## config.mk

```make
export PLATFORM = sky130hd
export DESIGN_NAME = i2c_addr_filter
export DESIGN_NICKNAME = d
export VERILOG_FILES = /design/src/rtl/i2c_addr_filter.sv
export SDC_FILE = /design/constraint.sdc
export NUM_CORES = 1
export LEC_CHECK = 0
export BUFFER_PORTS_ARGS = -buffer_cell sky130_fd_sc_hd__buf_2
export CAP_MARGIN = 20
export CORE_AREA = 2 2 61 63
export DETAILED_ROUTE_END_ITERATION = 8
export DIE_AREA = 0 0 63 65
export HOLD_SLACK_MARGIN = 0.12
export PLACE_DENSITY = 0.78
export SYNTH_ARGS = -nofsm -noshare
export SYNTH_HDL_FRONTEND = slang
export SYNTH_SLANG_ARGS = --single-unit
export TNS_END_PERCENT = 100
```

## constraint.sdc

```tcl
create_clock -name clk -period 1.55 [get_ports clk]
set_input_delay 0.0775 -clock clk [delete_from_list [all_inputs] [get_ports clk]]
set_output_delay 0.0775 -clock clk [all_outputs]
set_load 0.01 [all_outputs]
```

## src/rtl/i2c_addr_filter.sv

```systemverilog
module i2c_addr_filter #(
  parameter logic [4:0] PREFIX     = 5'b10011,
  parameter logic [6:0] BCAST_ADDR = 7'b1001000,
  parameter int         IDX_W      = 4
) (
  input  logic             clk,
  input  logic             rst_n,
  input  logic             sel_pin,
  input  logic             scl_in,
  input  logic             sda_in,
  output logic             sda_drive_low,
  output logic             byte_valid,
  output logic [7:0]       byte_data,
  output logic [IDX_W-1:0] byte_idx,
  output logic             ack_fall
);

  localparam logic [IDX_W-1:0] IDX_MAX = {IDX_W{1'b1}};

  typedef enum logic [1:0] {S_IDLE, S_RX, S_WAIT_ACK, S_ACK} st_t;

  st_t              st;
  logic [1:0]       scl_sy, sda_sy;
  logic             scl_d, sda_d, sel_q;
  logic [2:0]       bitcnt;
  logic [7:0]       sr;
  logic             first_q, rd_q;
  logic [IDX_W-1:0] idx_q;

  logic scl_s, sda_s, start_c, stop_c, scl_rise, scl_fall;
  logic own_hit, bc_hit, accept;
  logic [7:0] full;

  assign scl_s    = scl_sy[1];
  assign sda_s    = sda_sy[1];
  assign start_c  = scl_s & scl_d & sda_d & ~sda_s;
  assign stop_c   = scl_s & scl_d & ~sda_d & sda_s;
  assign scl_rise = scl_s & ~scl_d;
  assign scl_fall = ~scl_s & scl_d;

  assign full    = {sr[6:0], sda_s};
  assign own_hit = (full[7:3] == PREFIX) && (full[2] == sel_q) && !full[1];
  assign bc_hit  = (full[7:1] == BCAST_ADDR) && !full[0];
  assign accept  = !first_q || own_hit || bc_hit;

  assign sda_drive_low = (st == S_ACK);

  always_ff @(posedge clk)
    if (!rst_n) sel_q <= sel_pin;

  always_ff @(posedge clk or negedge rst_n) begin
    if (!rst_n) begin
      scl_sy     <= 2'b11;
      sda_sy     <= 2'b11;
      scl_d      <= 1'b1;
      sda_d      <= 1'b1;
      st         <= S_IDLE;
      bitcnt     <= '0;
      sr         <= '0;
      first_q    <= 1'b0;
      rd_q       <= 1'b0;
      idx_q      <= '0;
      byte_valid <= 1'b0;
      byte_data  <= '0;
      byte_idx   <= '0;
      ack_fall   <= 1'b0;
    end else begin
      scl_sy     <= {scl_sy[0], scl_in};
      sda_sy     <= {sda_sy[0], sda_in};
      scl_d      <= scl_s;
      sda_d      <= sda_s;
      byte_valid <= 1'b0;
      ack_fall   <= 1'b0;
      if (start_c) begin
        st      <= S_RX;
        bitcnt  <= '0;
        first_q <= 1'b1;
        rd_q    <= 1'b0;
        idx_q   <= '0;
      end else if (stop_c) begin
        st <= S_IDLE;
      end else begin
        case (st)
          S_RX: if (scl_rise) begin
            sr     <= full;
            bitcnt <= bitcnt + 3'd1;
            if (bitcnt == 3'd7) begin
              if (accept) begin
                st <= S_WAIT_ACK;
                if (first_q) rd_q <= full[0];
              end else begin
                st <= S_IDLE;
              end
            end
          end
          S_WAIT_ACK: if (scl_fall) begin
            st         <= S_ACK;
            byte_valid <= 1'b1;
            byte_data  <= sr;
            byte_idx   <= idx_q;
          end
          S_ACK: if (scl_fall) begin
            ack_fall <= 1'b1;
            bitcnt   <= '0;
            first_q  <= 1'b0;
            if (idx_q != IDX_MAX) idx_q <= idx_q + 1'b1;
            st <= rd_q ? S_IDLE : S_RX;
          end
          default: ;
        endcase
      end
    end
  end

endmodule

```

# After elaboration in Yosys (flattened, before gate mapping)
# Cells that the tools add are included.
dict set report op_classes {
  eq_ne 15
  reduce_logical 25
  addsub 2
  bitwise 13
  muxes 37
}
# op count
set op_table {}
lappend op_table {{$mux W4} 5}
lappend op_table {{$mux W1} 19}
lappend op_table {{$ne A4 B4 Y1 const B} 4}
lappend op_table {{$reduce_and A4 Y1} 4}
lappend op_table {{$reduce_bool A2 Y1} 8}
lappend op_table {{$mux W2} 7}
lappend op_table {{$mux W3} 4}
lappend op_table {{$and A1 B1 Y1} 7}
lappend op_table {{$eq A7 B7 Y1 const B} 1}
lappend op_table {{$not A1 Y1} 6}
lappend op_table {{$pmux W2 S3} 1}
lappend op_table {{$pmux W3 S2} 1}
lappend op_table {{$reduce_and A6 Y1} 1}
lappend op_table {{$eq A5 B5 Y1 const B} 1}
lappend op_table {{$reduce_and A5 Y1} 1}
lappend op_table {{$reduce_bool A5 Y1} 1}
lappend op_table {{$add A4 B1 Y4 const B} 1}
lappend op_table {{$eq A2 B2 Y1 const B} 2}
lappend op_table {{$ne A4 B1 Y1 const B} 1}
lappend op_table {{$add A3 B1 Y3 const B} 1}
lappend op_table {{$eq A3 B3 Y1 const B} 1}
lappend op_table {{$logic_and A1 B1 Y1} 3}
lappend op_table {{$logic_not A1 Y1} 3}
lappend op_table {{$ne A3 B1 Y1 const B} 1}
lappend op_table {{other kinds (7)} 8}
dict set report totals {
  word_cells 107
  ff_bits 40
  in_bits 5
}

# Logic depth before layout (Yosys ltp)
# Gate-level depths: netlist of run 1.
dict set report logic_depth {
  ltp_word 11
  mapped_depth 6
  depth_no_buf 5
}

# Least setup slack after synthesis of run 1
# No wires, ideal clock.
dict set report synth_path {
  path_type {register to register}
  start {register scl_d}
  end {register byte_data[3]}
  arrival_ns 1.426
  stages_incl_launch_ff 5
  setup_slack_ns -0.001
  required_time_ns 1.425
  setup_ns 0.125
  path_buffers 2
  synth_period_minus_slack_ns 1.551
  cell_sequence {dfstp_2 > clkbuf_2 > and4bb_1 > buf_4 > mux2_2}
}
dict set report synth_via {
  elab_chain_cells 5
  word_cells_on_any_way 9
  cone_classes {bitwise (8); reduce/logical (1)}
}
# item line
set synth_lines {}
lappend synth_lines {{start: declaration} 24} ;# logic scl_d, sda_d, sel_q;
lappend synth_lines {{start signal: assignment} 70} ;# scl_d <= scl_s;
lappend synth_lines {{$and A1 B1 Y1} {36, 37}}
lappend synth_lines {{$and A1 B1 Y1, on equally long branches (2 in a row)} {37, 36}}
lappend synth_lines {{$not A1 Y1 (no source line)} n/a}
lappend synth_lines {{$reduce_and A4 Y1 (no source line) *} n/a}
lappend synth_lines {{end signal: assignment} 99} ;# byte_data <= sr;
lappend synth_lines {{end: declaration} 13} ;# output logic [7:0] byte_data,
# Mark *: on every way between the ends. The rest lies on a longest branch, timed or not.
# A chain may end at the register's enable or synchronous reset.

# Final worst setup path of run 1
dict set report layout_path {
  start {register scl_d}
  end {register idx_q[1]}
}
dict set report layout_via {
  elab_chain_cells 5
  word_cells_on_any_way 12
  cone_classes {eq/ne (1); mux (1); bitwise (6); reduce/logical (4)}
}
# item line
set layout_lines {}
lappend layout_lines {{$and A1 B1 Y1} {36, 37}}
lappend layout_lines {{$and A1 B1 Y1, on equally long branches (2 in a row)} {36, 37}}
lappend layout_lines {{$ne A2 B2 Y1 (no source line) / $reduce_bool A2 Y1 (equally long branches)} n/a}
lappend layout_lines {{$reduce_and A4 Y1 (no source line)} n/a}
lappend layout_lines {{end signal: assignment} 106} ;# if (idx_q != IDX_MAX) idx_q <= idx_q + 1'b1;
lappend layout_lines {{end: declaration} 28} ;# logic [IDX_W-1:0] idx_q;
# Several ways; a longest one is shown, not always the timed one.

==> flow_summary.html, run 1 <==
<table>
<tr><th>Metric</th><th>Value</th></tr>
<tr><th colspan="2">Outcome</th></tr>
<tr><td>Outcome</td><td>complete, no violations</td></tr>
<tr><th colspan="2">Pwr</th></tr>
<tr><td>Switching power of the nets</td><td>0.001014 W</td></tr>
<tr><td>Share of power burned in the clock network</td><td>between 10% and 20%</td></tr>
<tr><td>Proportion of total power due to net switching</td><td>approximately 34%</td></tr>
<tr><td>Sequential Power Share</td><td>54.3%</td></tr>
<tr><td>Pint</td><td>0.002005 W</td></tr>
<tr><td>Max VDD drop</td><td>0.0008289 V</td></tr>
<tr><td>Leakage</td><td>1.032 nW</td></tr>
<tr><td>PwrDens</td><td>1455 nW/µm²</td></tr>
<tr><td>Share of power burned in combinational logic</td><td>28.5%</td></tr>
<tr><th colspan="2">Die</th></tr>
<tr><td>Starting Density</td><td>48.03%</td></tr>
<tr><td>CORE AREA</td><td>3496 µm²</td></tr>
<tr><td>Number of I/O pins</td><td>20</td></tr>
<tr><td>Y dimension of the die</td><td>65 µm</td></tr>
<tr><td>Die Span X</td><td>63 µm</td></tr>
<tr><td>Number of rows created at floorplan</td><td>22</td></tr>
<tr><td>Total Die Area</td><td>a little over 4000 µm²</td></tr>
<tr><th colspan="2">CTS</th></tr>
<tr><td>Clock transition at the registers of the reported paths</td><td>approximately 0.12 ns</td></tr>
<tr><td>Largest buffer count on any clock path</td><td>2</td></tr>
<tr><td>H-Tree Level Count</td><td>2</td></tr>
<tr><td>Clock latency on the worst-skew pair</td><td>about 0.36 ns</td></tr>
<tr><td>Root buffer cell</td><td>clkbuf_4</td></tr>
<tr><td>CTS tree</td><td>yes</td></tr>
<tr><td>Total clock sinks</td><td>40</td></tr>
<tr><td>TritonCTS buffer count</td><td>5</td></tr>
<tr><th colspan="2">Logic synthesis</th></tr>
<tr><td>FFs w/ async S/R, synth</td><td>97.50%</td></tr>
<tr><td>Sequential fraction of the synthesis area</td><td>60.36%</td></tr>
<tr><td>Cells after synthesis</td><td>130</td></tr>
<tr><td>Main synth FF type</td><td>dfrtp_1</td></tr>
<tr><td>Post-synth design cell area</td><td>1679 µm²</td></tr>
<tr><td>Library cells used by synthesis</td><td>36</td></tr>
<tr><td>FF+latch count, synth</td><td>40</td></tr>
<tr><td>Warnings from Yosys</td><td>0</td></tr>
<tr><td>Area share of the largest cell type after synthesis</td><td>49.18%</td></tr>
<tr><td>Area contributors post-synth</td><td>dfrtp_1 (49%), mux2_2 (14%), dfstp_2 (9.4%)</td></tr>
<tr><td>Cell type contributing the most total cell area after synthesis</td><td>dfrtp_1</td></tr>
<tr><td>Post-synth net total</td><td>138</td></tr>
<tr><td>Synthesized area per cell</td><td>12.92 µm²</td></tr>
<tr><td>Count of flip-flops with a built-in enable after synthesis</td><td>1</td></tr>
<tr><th colspan="2">Setup path</th></tr>
<tr><td>Worst Path Arrival</td><td>1.77 ns</td></tr>
<tr><td>Max stage delay cell, worst path</td><td>dfstp_2</td></tr>
<tr><td>Worst Path Max Fanout</td><td>6</td></tr>
<tr><td>Class of the most critical setup path</td><td>flop to flop</td></tr>
<tr><td>Category of the worst setup path launch point</td><td>flop</td></tr>
<tr><td>Register-to-Register Path Depth</td><td>5</td></tr>
<tr><td>Stage delay of the slowest cell on the critical path</td><td>0.57 ns</td></tr>
<tr><td>R2R Path End</td><td>idx_q[1]$_DFFE_PN0P_</td></tr>
<tr><td>Data required time at the worst endpoint</td><td>about 1.8 ns</td></tr>
<tr><td>Start of the worst register-to-register path</td><td>scl_d$_DFF_PN1_</td></tr>
<tr><td>Worst Path Buf+Inv</td><td>1</td></tr>
<tr><td>Critical Path, Cell by Cell</td><td>buf_4, nand4b_1, nor2b_4, o21ai_0, o21ai_1</td></tr>
<tr><td>Top Family by Delay on Critical Path</td><td>flip-flops</td></tr>
<tr><td>Internal reg-to-reg setup slack</td><td>0.02 ns</td></tr>
<tr><td>Critical Path Sink Type</td><td>flop</td></tr>
<tr><th colspan="2">Detailed routing</th></tr>
<tr><td>Drt initial violations</td><td>27</td></tr>
<tr><td>Final routed DRC violation total</td><td>0</td></tr>
<tr><td>Vias per std cell</td><td>between 5 and 6</td></tr>
<tr><td>1st-pass router iterations</td><td>4</td></tr>
<tr><td>Average routed wire per standard cell</td><td>approximately 15 µm</td></tr>
<tr><td>Antenna-violating nets left</td><td>0</td></tr>
<tr><td>Final WL</td><td>between 3 and 4 mm</td></tr>
<tr><td>Via count of the routed design</td><td>1160</td></tr>
<tr><th colspan="2">Global route</th></tr>
<tr><td>Global routing usage on met2</td><td>30.19%</td></tr>
<tr><td>Total global-route track usage</td><td>17.59%</td></tr>
<tr><td>Initial antenna violation count</td><td>0</td></tr>
<tr><td>First-pass GRT wire length</td><td>between 5 and 6 mm</td></tr>
<tr><td>Routing usage on met1</td><td>20.30%</td></tr>
<tr><td>Total overflow reported by the global router</td><td>0</td></tr>
<tr><td>Global Route met3 Usage</td><td>under 10%</td></tr>
<tr><td>Grt peak-use layer</td><td>met2</td></tr>
<tr><td>Number of global-route vias before repair</td><td>approximately 1200</td></tr>
<tr><td>Maximum number of pins on one net before global-route repair</td><td>40</td></tr>
<tr><th colspan="2">Placed design</th></tr>
<tr><td>Number of cells after detailed placement</td><td>201</td></tr>
<tr><td>Final estimated routing congestion in global placement</td><td>0.8641</td></tr>
<tr><td>HPWL after DPL</td><td>2.175 mm</td></tr>
<tr><td>Placement-stage cell area</td><td>1878 µm²</td></tr>
<tr><td>Port Buffers</td><td>19</td></tr>
<tr><td>Setup WS pre-CTS</td><td>-0.04860 ns</td></tr>
<tr><th colspan="2">STA</th></tr>
<tr><td>Highest clock rate</td><td>~650 MHz</td></tr>
<tr><td>Max-slew violation total from the final report</td><td>0</td></tr>
<tr><td>Final critical-path share of the clock period</td><td>98.53%</td></tr>
<tr><td>Hold violation total from the final report</td><td>0</td></tr>
<tr><td>Worst clock skew</td><td>~0.011 ns</td></tr>
<tr><td>Clock period minus final worst setup slack</td><td>1.527 ns</td></tr>
<tr><td>Setup violation total in the final timing report</td><td>0</td></tr>
<tr><td>Setup slack of the critical path after layout</td><td>0.02274 ns</td></tr>
<tr><td>Pin slew with the least headroom to its limit</td><td>0.4752 ns</td></tr>
<tr><td>Worst-case headroom to the max-slew limit</td><td>68.32%</td></tr>
<tr><td>Final Hold Slack</td><td>~0.31 ns</td></tr>
<tr><th colspan="2">Finish</th></tr>
<tr><td>Antenna Diode Count</td><td>0</td></tr>
<tr><td>Layout-stage area growth over the synthesis result</td><td>23.55%</td></tr>
<tr><td>Final core occ</td><td>around three fifths</td></tr>
<tr><td>Final layout net count</td><td>179</td></tr>
<tr><td>Layout cell share with drive strength beyond 1</td><td>44.19%</td></tr>
<tr><td>Cell area after layout</td><td>2074 µm²</td></tr>
<tr><td>Cell Count, Final, Fillers Out</td><td>between 200 and 250</td></tr>
<tr><th colspan="2">Job</th></tr>
<tr><td>MaxCap Viol Count</td><td>0</td></tr>
<tr><th colspan="2">Worst hold path</th></tr>
<tr><td>Hold/Removal Path Class</td><td>input pin to asynchronous set/reset pin</td></tr>
</table>
synthesized netlist by cell type, types with 2 or more instances:
master / n
o21ai_0: 7
a21o_1: 2
and3b_1: 3
a21oi_1: 5
nand2_1: 11
xnor2_1: 2
dfrtp_1: 33
a211oi_1: 2
ha_1: 3
nor2_1: 4
buf_4: 2
mux2_2: 21
inv_1: 4
nand3_1: 4
dfstp_2: 6
metal layers:
| metal | vias to the layer above | part of all wire [%] |
|---|---|---|
| li1 | 544 | - |
| met1 | 586 | 42 |
| met5 | - | 0 |
| met3 | 9 | 2.7 |
| met4 | 0 | 3.0 |
| met2 | 21 | 52 |
area by class of cell:
| cell class | instances | area [µm²] |
|---|---|---|
| fill | 269 | 1421 |
| timing repair buffer | 39 | 285.3 |
| clock buffer | 6 | 41.29 |
| tap | 48 | 60.06 |
| clock inverter | 2 | 12.51 |
| multi-input combinational | 81 | 646.9 |
| inverter | 4 | 15.01 |
| sequential | 40 | 1013 |
worst max path at each step:
stage,from,end,slack [ns],depth (start not counted)
6_report,scl_d$_DFF_PN1_,idx_q[1]$_DFFE_PN0P_,0.02,5
5_1_grt,scl_d$_DFF_PN1_,idx_q[0]$_DFFE_PN0P_,-0.06,5
2_1_floorplan,scl_d$_DFF_PN1_,st[1]$_DFFE_PN0P_,0.003,6
3_3_place_gp,scl_sy[1]$_DFF_PN1_,rd_q$_DFFE_PN0P_,0.02,4
3_5_place_dp,scl_sy[1]$_DFF_PN1_,st[1]$_DFFE_PN0P_,-0.05,4
4_1_cts,scl_sy[1]$_DFF_PN1_,st[1]$_DFFE_PN0P_,0.02,4
flip-flops by register name (all words and copies together) (netlist names):
| register | cells |
|---|---|
| st | 2 |
| rd_q | 1 |
| bitcnt | 3 |
| byte_data | 8 |
| sel_q | 1 |
| byte_valid | 1 |
| first_q | 1 |
| sda_d | 1 |
| ack_fall | 1 |
| scl_d | 1 |
| byte_idx | 4 |
| sda_sy | 2 |
| scl_sy | 2 |
| sr | 8 |
| idx_q | 4 |
power by group through the flow:
stage / Sequential, W / Combinational (W) / Clock [W]
floorplan: 0.00162 / 0.000480 / 0
global placement: 0.00162 / 0.000742 / 0
detailed placement: 0.00165 / 0.000786 / 0
CTS: 0.00163 / 0.000805 / 0.000526
global route: 0.00169 / 0.000943 / 0.000578
finish: 0.00164 / 0.000860 / 0.000519
placed cells by master (no fill, tap or decap), types with 3 or more instances in the layout:
cell type      instances
mux2_2                21
inv_1                  4
ha_1                   3
dfstp_2                6
o21ai_0                5
dlygate4sd3_1          4
nor2_1                 4
clkbuf_4               5
buf_4                 13
dfrtp_1               33
nand2_1               11
buf_2                 19
nand3_1                4
a21oi_1                4
kinds of logic after synthesis:
kind of cell             Yosys count  share of synthesized area, %
flip-flops                        40                         60.36
buffers and inverters              9                         3.054
multiplexers                      22                         14.68
adder cells (fa/ha/maj)            3                         2.236
AND/OR/NAND/NOR                   32                         10.66
XOR/XNOR                           2                         1.043
AO/OA/AOI/OAI                     22                         7.973
stage by stage:
stage | total power (W) | setup TNS [ns]
detailed placement | 0.002436 | -0.1091
CTS | 0.002960 | 0
global placement | 0.002359 | 0
global route | 0.003206 | -0.1413
finish | 0.003019 | 0
floorplan | 0.002099 | 0
repair_timing:
action | 4_1_cts | 5_1_grt
buffers inserted | 0 | 7
endpoints found under the hold margin | 43 | 0
hold buffers | 4 | 0
endpoints found under the setup margin | 5 | 6
pin swaps | 0 | 1
resized for setup | 2 | 8
worst min-delay path, cell delays in order:
cell and delay (ns):
dlygate4sd3_1 0.53, buf_2 0.11, buf_4 0.41
(Power assumes the default switching activity.)
==> inputs of run 2 (changes only) <==
--- a/config.mk
+++ b/config.mk
@@ -7,9 +7,11 @@
 export LEC_CHECK = 0
 export BUFFER_PORTS_ARGS = -buffer_cell sky130_fd_sc_hd__buf_2
 export CAP_MARGIN = 20
-export CORE_AREA = 2 2 61 63
+export CELL_PAD_IN_SITES_DETAIL_PLACEMENT = 1
+export CELL_PAD_IN_SITES_GLOBAL_PLACEMENT = 1
+export CORE_AREA = 2 2 67 69
 export DETAILED_ROUTE_END_ITERATION = 8
-export DIE_AREA = 0 0 63 65
+export DIE_AREA = 0 0 69 71
 export HOLD_SLACK_MARGIN = 0.12
 export PLACE_DENSITY = 0.78
 export SYNTH_ARGS = -nofsm -noshare
==> flow_summary.html, run 2 (same netlist as run 1, synthesis figures left out) <==
<table>
<tr><th>Metric</th><th>Value</th></tr>
<tr><th colspan="2">Job</th></tr>
<tr><td>MaxCap Viol Count</td><td>0 (unchanged)</td></tr>
<tr><th colspan="2">STA</th></tr>
<tr><td>Setup violation total in the final timing report</td><td>0 (unchanged)</td></tr>
<tr><td>Worst clock skew</td><td>0.01065 ns (-0.00008730 ns)</td></tr>
<tr><td>Max-slew violation total from the final report</td><td>0 (unchanged)</td></tr>
<tr><td>Hold violation total from the final report</td><td>0 (unchanged)</td></tr>
<tr><td>Pin slew with the least headroom to its limit</td><td>0.5273 ns (+0.05201 ns)</td></tr>
<tr><td>Clock period minus final worst setup slack</td><td>1.515 ns (-0.01267 ns)</td></tr>
<tr><td>Final critical-path share of the clock period</td><td>97.72% (-0.82 points)</td></tr>
<tr><td>Aggregate negative setup slack</td><td>0 ns (unchanged)</td></tr>
<tr><td>Worst-case headroom to the max-slew limit</td><td>64.53% (-3.8 points)</td></tr>
<tr><td>Setup repair after global routing missed its margin</td><td>yes</td></tr>
<tr><td>Highest clock rate</td><td>660.2 MHz (+0.84%)</td></tr>
<tr><td>Setup slack of the critical path after layout</td><td>0.03541 ns (+0.01267 ns)</td></tr>
<tr><th colspan="2">Placed design</th></tr>
<tr><td>Number of cells after detailed placement</td><td>204 (+1.5%)</td></tr>
<tr><td>Final estimated routing congestion in global placement</td><td>0.7279 (-16%)</td></tr>
<tr><td>Setup WS pre-CTS</td><td>-0.1515 ns (-0.1029 ns)</td></tr>
<tr><td>Port Buffers</td><td>19 (unchanged)</td></tr>
<tr><td>HPWL after DPL</td><td>2.418 mm (+11%)</td></tr>
<tr><th colspan="2">Die</th></tr>
<tr><td>Starting Density</td><td>39.94% (-8.1 points)</td></tr>
<tr><td>CORE AREA</td><td>4204 µm² (+20%)</td></tr>
<tr><td>Y dimension of the die</td><td>71 µm (+9.2%)</td></tr>
<tr><td>Number of I/O pins</td><td>20 (unchanged)</td></tr>
<tr><td>Die Span X</td><td>69 µm (+9.5%)</td></tr>
<tr><td>Number of rows created at floorplan</td><td>24 (+9.1%)</td></tr>
<tr><td>Total Die Area</td><td>4899 µm² (+20%)</td></tr>
<tr><th colspan="2">Global route</th></tr>
<tr><td>Maximum number of pins on one net before global-route repair</td><td>40 (unchanged)</td></tr>
<tr><td>Total global-route track usage</td><td>15.62% (-2.0 points)</td></tr>
<tr><td>Initial antenna violation count</td><td>0 (unchanged)</td></tr>
<tr><td>First-pass GRT wire length</td><td>5.989 mm (+10%)</td></tr>
<tr><td>Number of global-route vias before repair</td><td>1233 (+7.2%)</td></tr>
<tr><td>Total overflow reported by the global router</td><td>0 (unchanged)</td></tr>
<tr><th colspan="2">Detailed routing</th></tr>
<tr><td>Via count of the routed design</td><td>1154 (-0.52%)</td></tr>
<tr><td>Final routed DRC violation total</td><td>0 (unchanged)</td></tr>
<tr><td>Antenna-violating nets left</td><td>0 (unchanged)</td></tr>
<tr><td>Final WL</td><td>3.649 mm (+7.2%)</td></tr>
<tr><td>Vias per std cell</td><td>5.222 (-0.97%)</td></tr>
<tr><td>Average routed wire per standard cell</td><td>16.51 µm (+6.7%)</td></tr>
<tr><td>Drt initial violations</td><td>10 (-63%)</td></tr>
<tr><td>1st-pass router iterations</td><td>4 (unchanged)</td></tr>
<tr><th colspan="2">Setup path</th></tr>
<tr><td>R2R Path End</td><td>sr[6]$_DFFE_PN0P_</td></tr>
<tr><td>CP Launch Point</td><td>st[1]$_DFFE_PN0P_</td></tr>
<tr><td>Critical Path Sink Type</td><td>flop</td></tr>
<tr><td>Data required time at the worst endpoint</td><td>1.73 ns (-0.06 ns)</td></tr>
<tr><td>Internal reg-to-reg setup slack</td><td>0.04 ns (about the same)</td></tr>
<tr><td>Category of the worst setup path launch point</td><td>flop</td></tr>
<tr><td>Worst Path Arrival</td><td>1.69 ns (-0.08 ns)</td></tr>
<tr><td>Worst Path Max Fanout</td><td>8 (+2)</td></tr>
<tr><td>Timing endpoint of the critical path</td><td>sr[6]$_DFFE_PN0P_</td></tr>
<tr><td>Class of the most critical setup path</td><td>flop to flop</td></tr>
<tr><td>Start of the worst register-to-register path</td><td>st[1]$_DFFE_PN0P_</td></tr>
<tr><td>Register-to-Register Path Depth</td><td>3 (-2)</td></tr>
<tr><th colspan="2">Pwr</th></tr>
<tr><td>Max VDD drop</td><td>0.0008865 V (+6.9%)</td></tr>
<tr><td>Leakage</td><td>1.015 nW (-1.7%)</td></tr>
<tr><td>PwrDens</td><td>1558 nW/µm² (+7.1%)</td></tr>
<tr><th colspan="2">CTS</th></tr>
<tr><td>Total clock sinks</td><td>40 (unchanged)</td></tr>
<tr><td>TritonCTS buffer count</td><td>5 (unchanged)</td></tr>
<tr><td>CTS tree</td><td>yes</td></tr>
<tr><td>Root buffer cell</td><td>clkbuf_8</td></tr>
<tr><td>H-Tree Level Count</td><td>2 (unchanged)</td></tr>
<tr><td>Largest buffer count on any clock path</td><td>2 (unchanged)</td></tr>
<tr><td>Clock latency on the worst-skew pair</td><td>0.30 ns (-0.06 ns)</td></tr>
<tr><td>Clock transition at the registers of the reported paths</td><td>0.08 ns (-0.04 ns)</td></tr>
<tr><th colspan="2">Finish</th></tr>
<tr><td>Cell Count, Final, Fillers Out</td><td>221 (+0.45%)</td></tr>
<tr><td>Final core occ</td><td>48.96% (-10 points)</td></tr>
<tr><td>Most common cell after layout, fill and taps aside</td><td>dfrtp_1</td></tr>
<tr><td>Commonest cells after routing, fill and taps aside</td><td>dfrtp_1 (33), mux2_2 (21), buf_2 (19), nand2_1 (11), buf_4 (11)</td></tr>
<tr><td>Layout cell share with drive strength beyond 1</td><td>41.42% (-2.8 points)</td></tr>
<tr><td>Antenna Diode Count</td><td>0 (unchanged)</td></tr>
<tr><td>Final layout net count</td><td>176 (-1.7%)</td></tr>
<tr><td>Layout-stage area growth over the synthesis result</td><td>22.58%</td></tr>
<tr><td>Regs by FF count</td><td>byte_data x8, sr x8</td></tr>
<tr><th colspan="2">Outcome</th></tr>
<tr><td>Outcome</td><td>complete, no violations</td></tr>
<tr><th colspan="2">Worst hold path</th></tr>
<tr><td>Hold/Removal Path Class</td><td>flop to flop</td></tr>
</table>
## run 2: where the power goes
group	switching (W)	internal, W	total (W)	leakage, nW
combinational	0.000397	0.000456	0.000853	0.463
sequential	0.000280	0.00136	0.00164	0.507
clock	0.000347	0.000363	0.000710	0.0455
## run 2: area by class of cell
cell class	count	area, µm²
multi-input combinational	81	640.6
clock buffer	8	90.09
timing repair buffer	36	234.0
sequential	40	1013
inverter	4	15.01
tap	52	65.06
fill	480	2146
## run 2: how the worst min path moves through the flow
stage	startpoint	end	slack (ns)	depth (start not counted)
floorplan	rst_n	ack_fall$_DFF_PN0_	-0.22	0
global placement	rst_n	sr[2]$_DFFE_PN0P_	0.16	2
detailed placement	rst_n	byte_data[0]$_DFFE_PN0P_	0.18	2
CTS	scl_sy[0]$_DFF_PN1_	scl_sy[1]$_DFF_PN1_	0.36	0
global route	sda_sy[0]$_DFF_PN1_	sda_sy[1]$_DFF_PN1_	0.37	0
finish	sda_sy[0]$_DFF_PN1_	sda_sy[1]$_DFF_PN1_	0.36	0
## run 2: through the flow
step	instance area, µm²	total power [W]	hold slack, ns
after CTS	2004	0.003191	0.3624
after detailed placement	1863	0.002451	0.1825
final	2058	0.003207	0.3622
after global routing	2058	0.003419	0.3659
after floorplan	1679	0.002099	-0.2181
after global placement	1863	0.002362	0.1609
## run 2: worst max-delay path: stages, from the launching register on
cell      delay [ns]
dfrtp_1         0.46
and4bb_4        0.45
buf_4           0.15
mux2_2          0.33
## run 2: what timing repair did
item / 4_1_cts / 5_1_grt
pin swaps: 0 / 1
setup endpoints to repair: 30 / 8
buffers inserted: 0 / 5
gates resized for setup: 4 / 7
endpoints found under the hold margin: 37 / 0
hold buffers: 4 / 0
## run 2: metal layers
metal | global-route usage [%] | up-vias | wire [µm]
met5 | 0 | - | 0
met4 | 6.972 | 0 | 63
met3 | 4.131 | 5 | 72
met2 | 26.71 | 11 | 1951
met1 | 18.59 | 603 | 1560
li1 | - | 535 | -
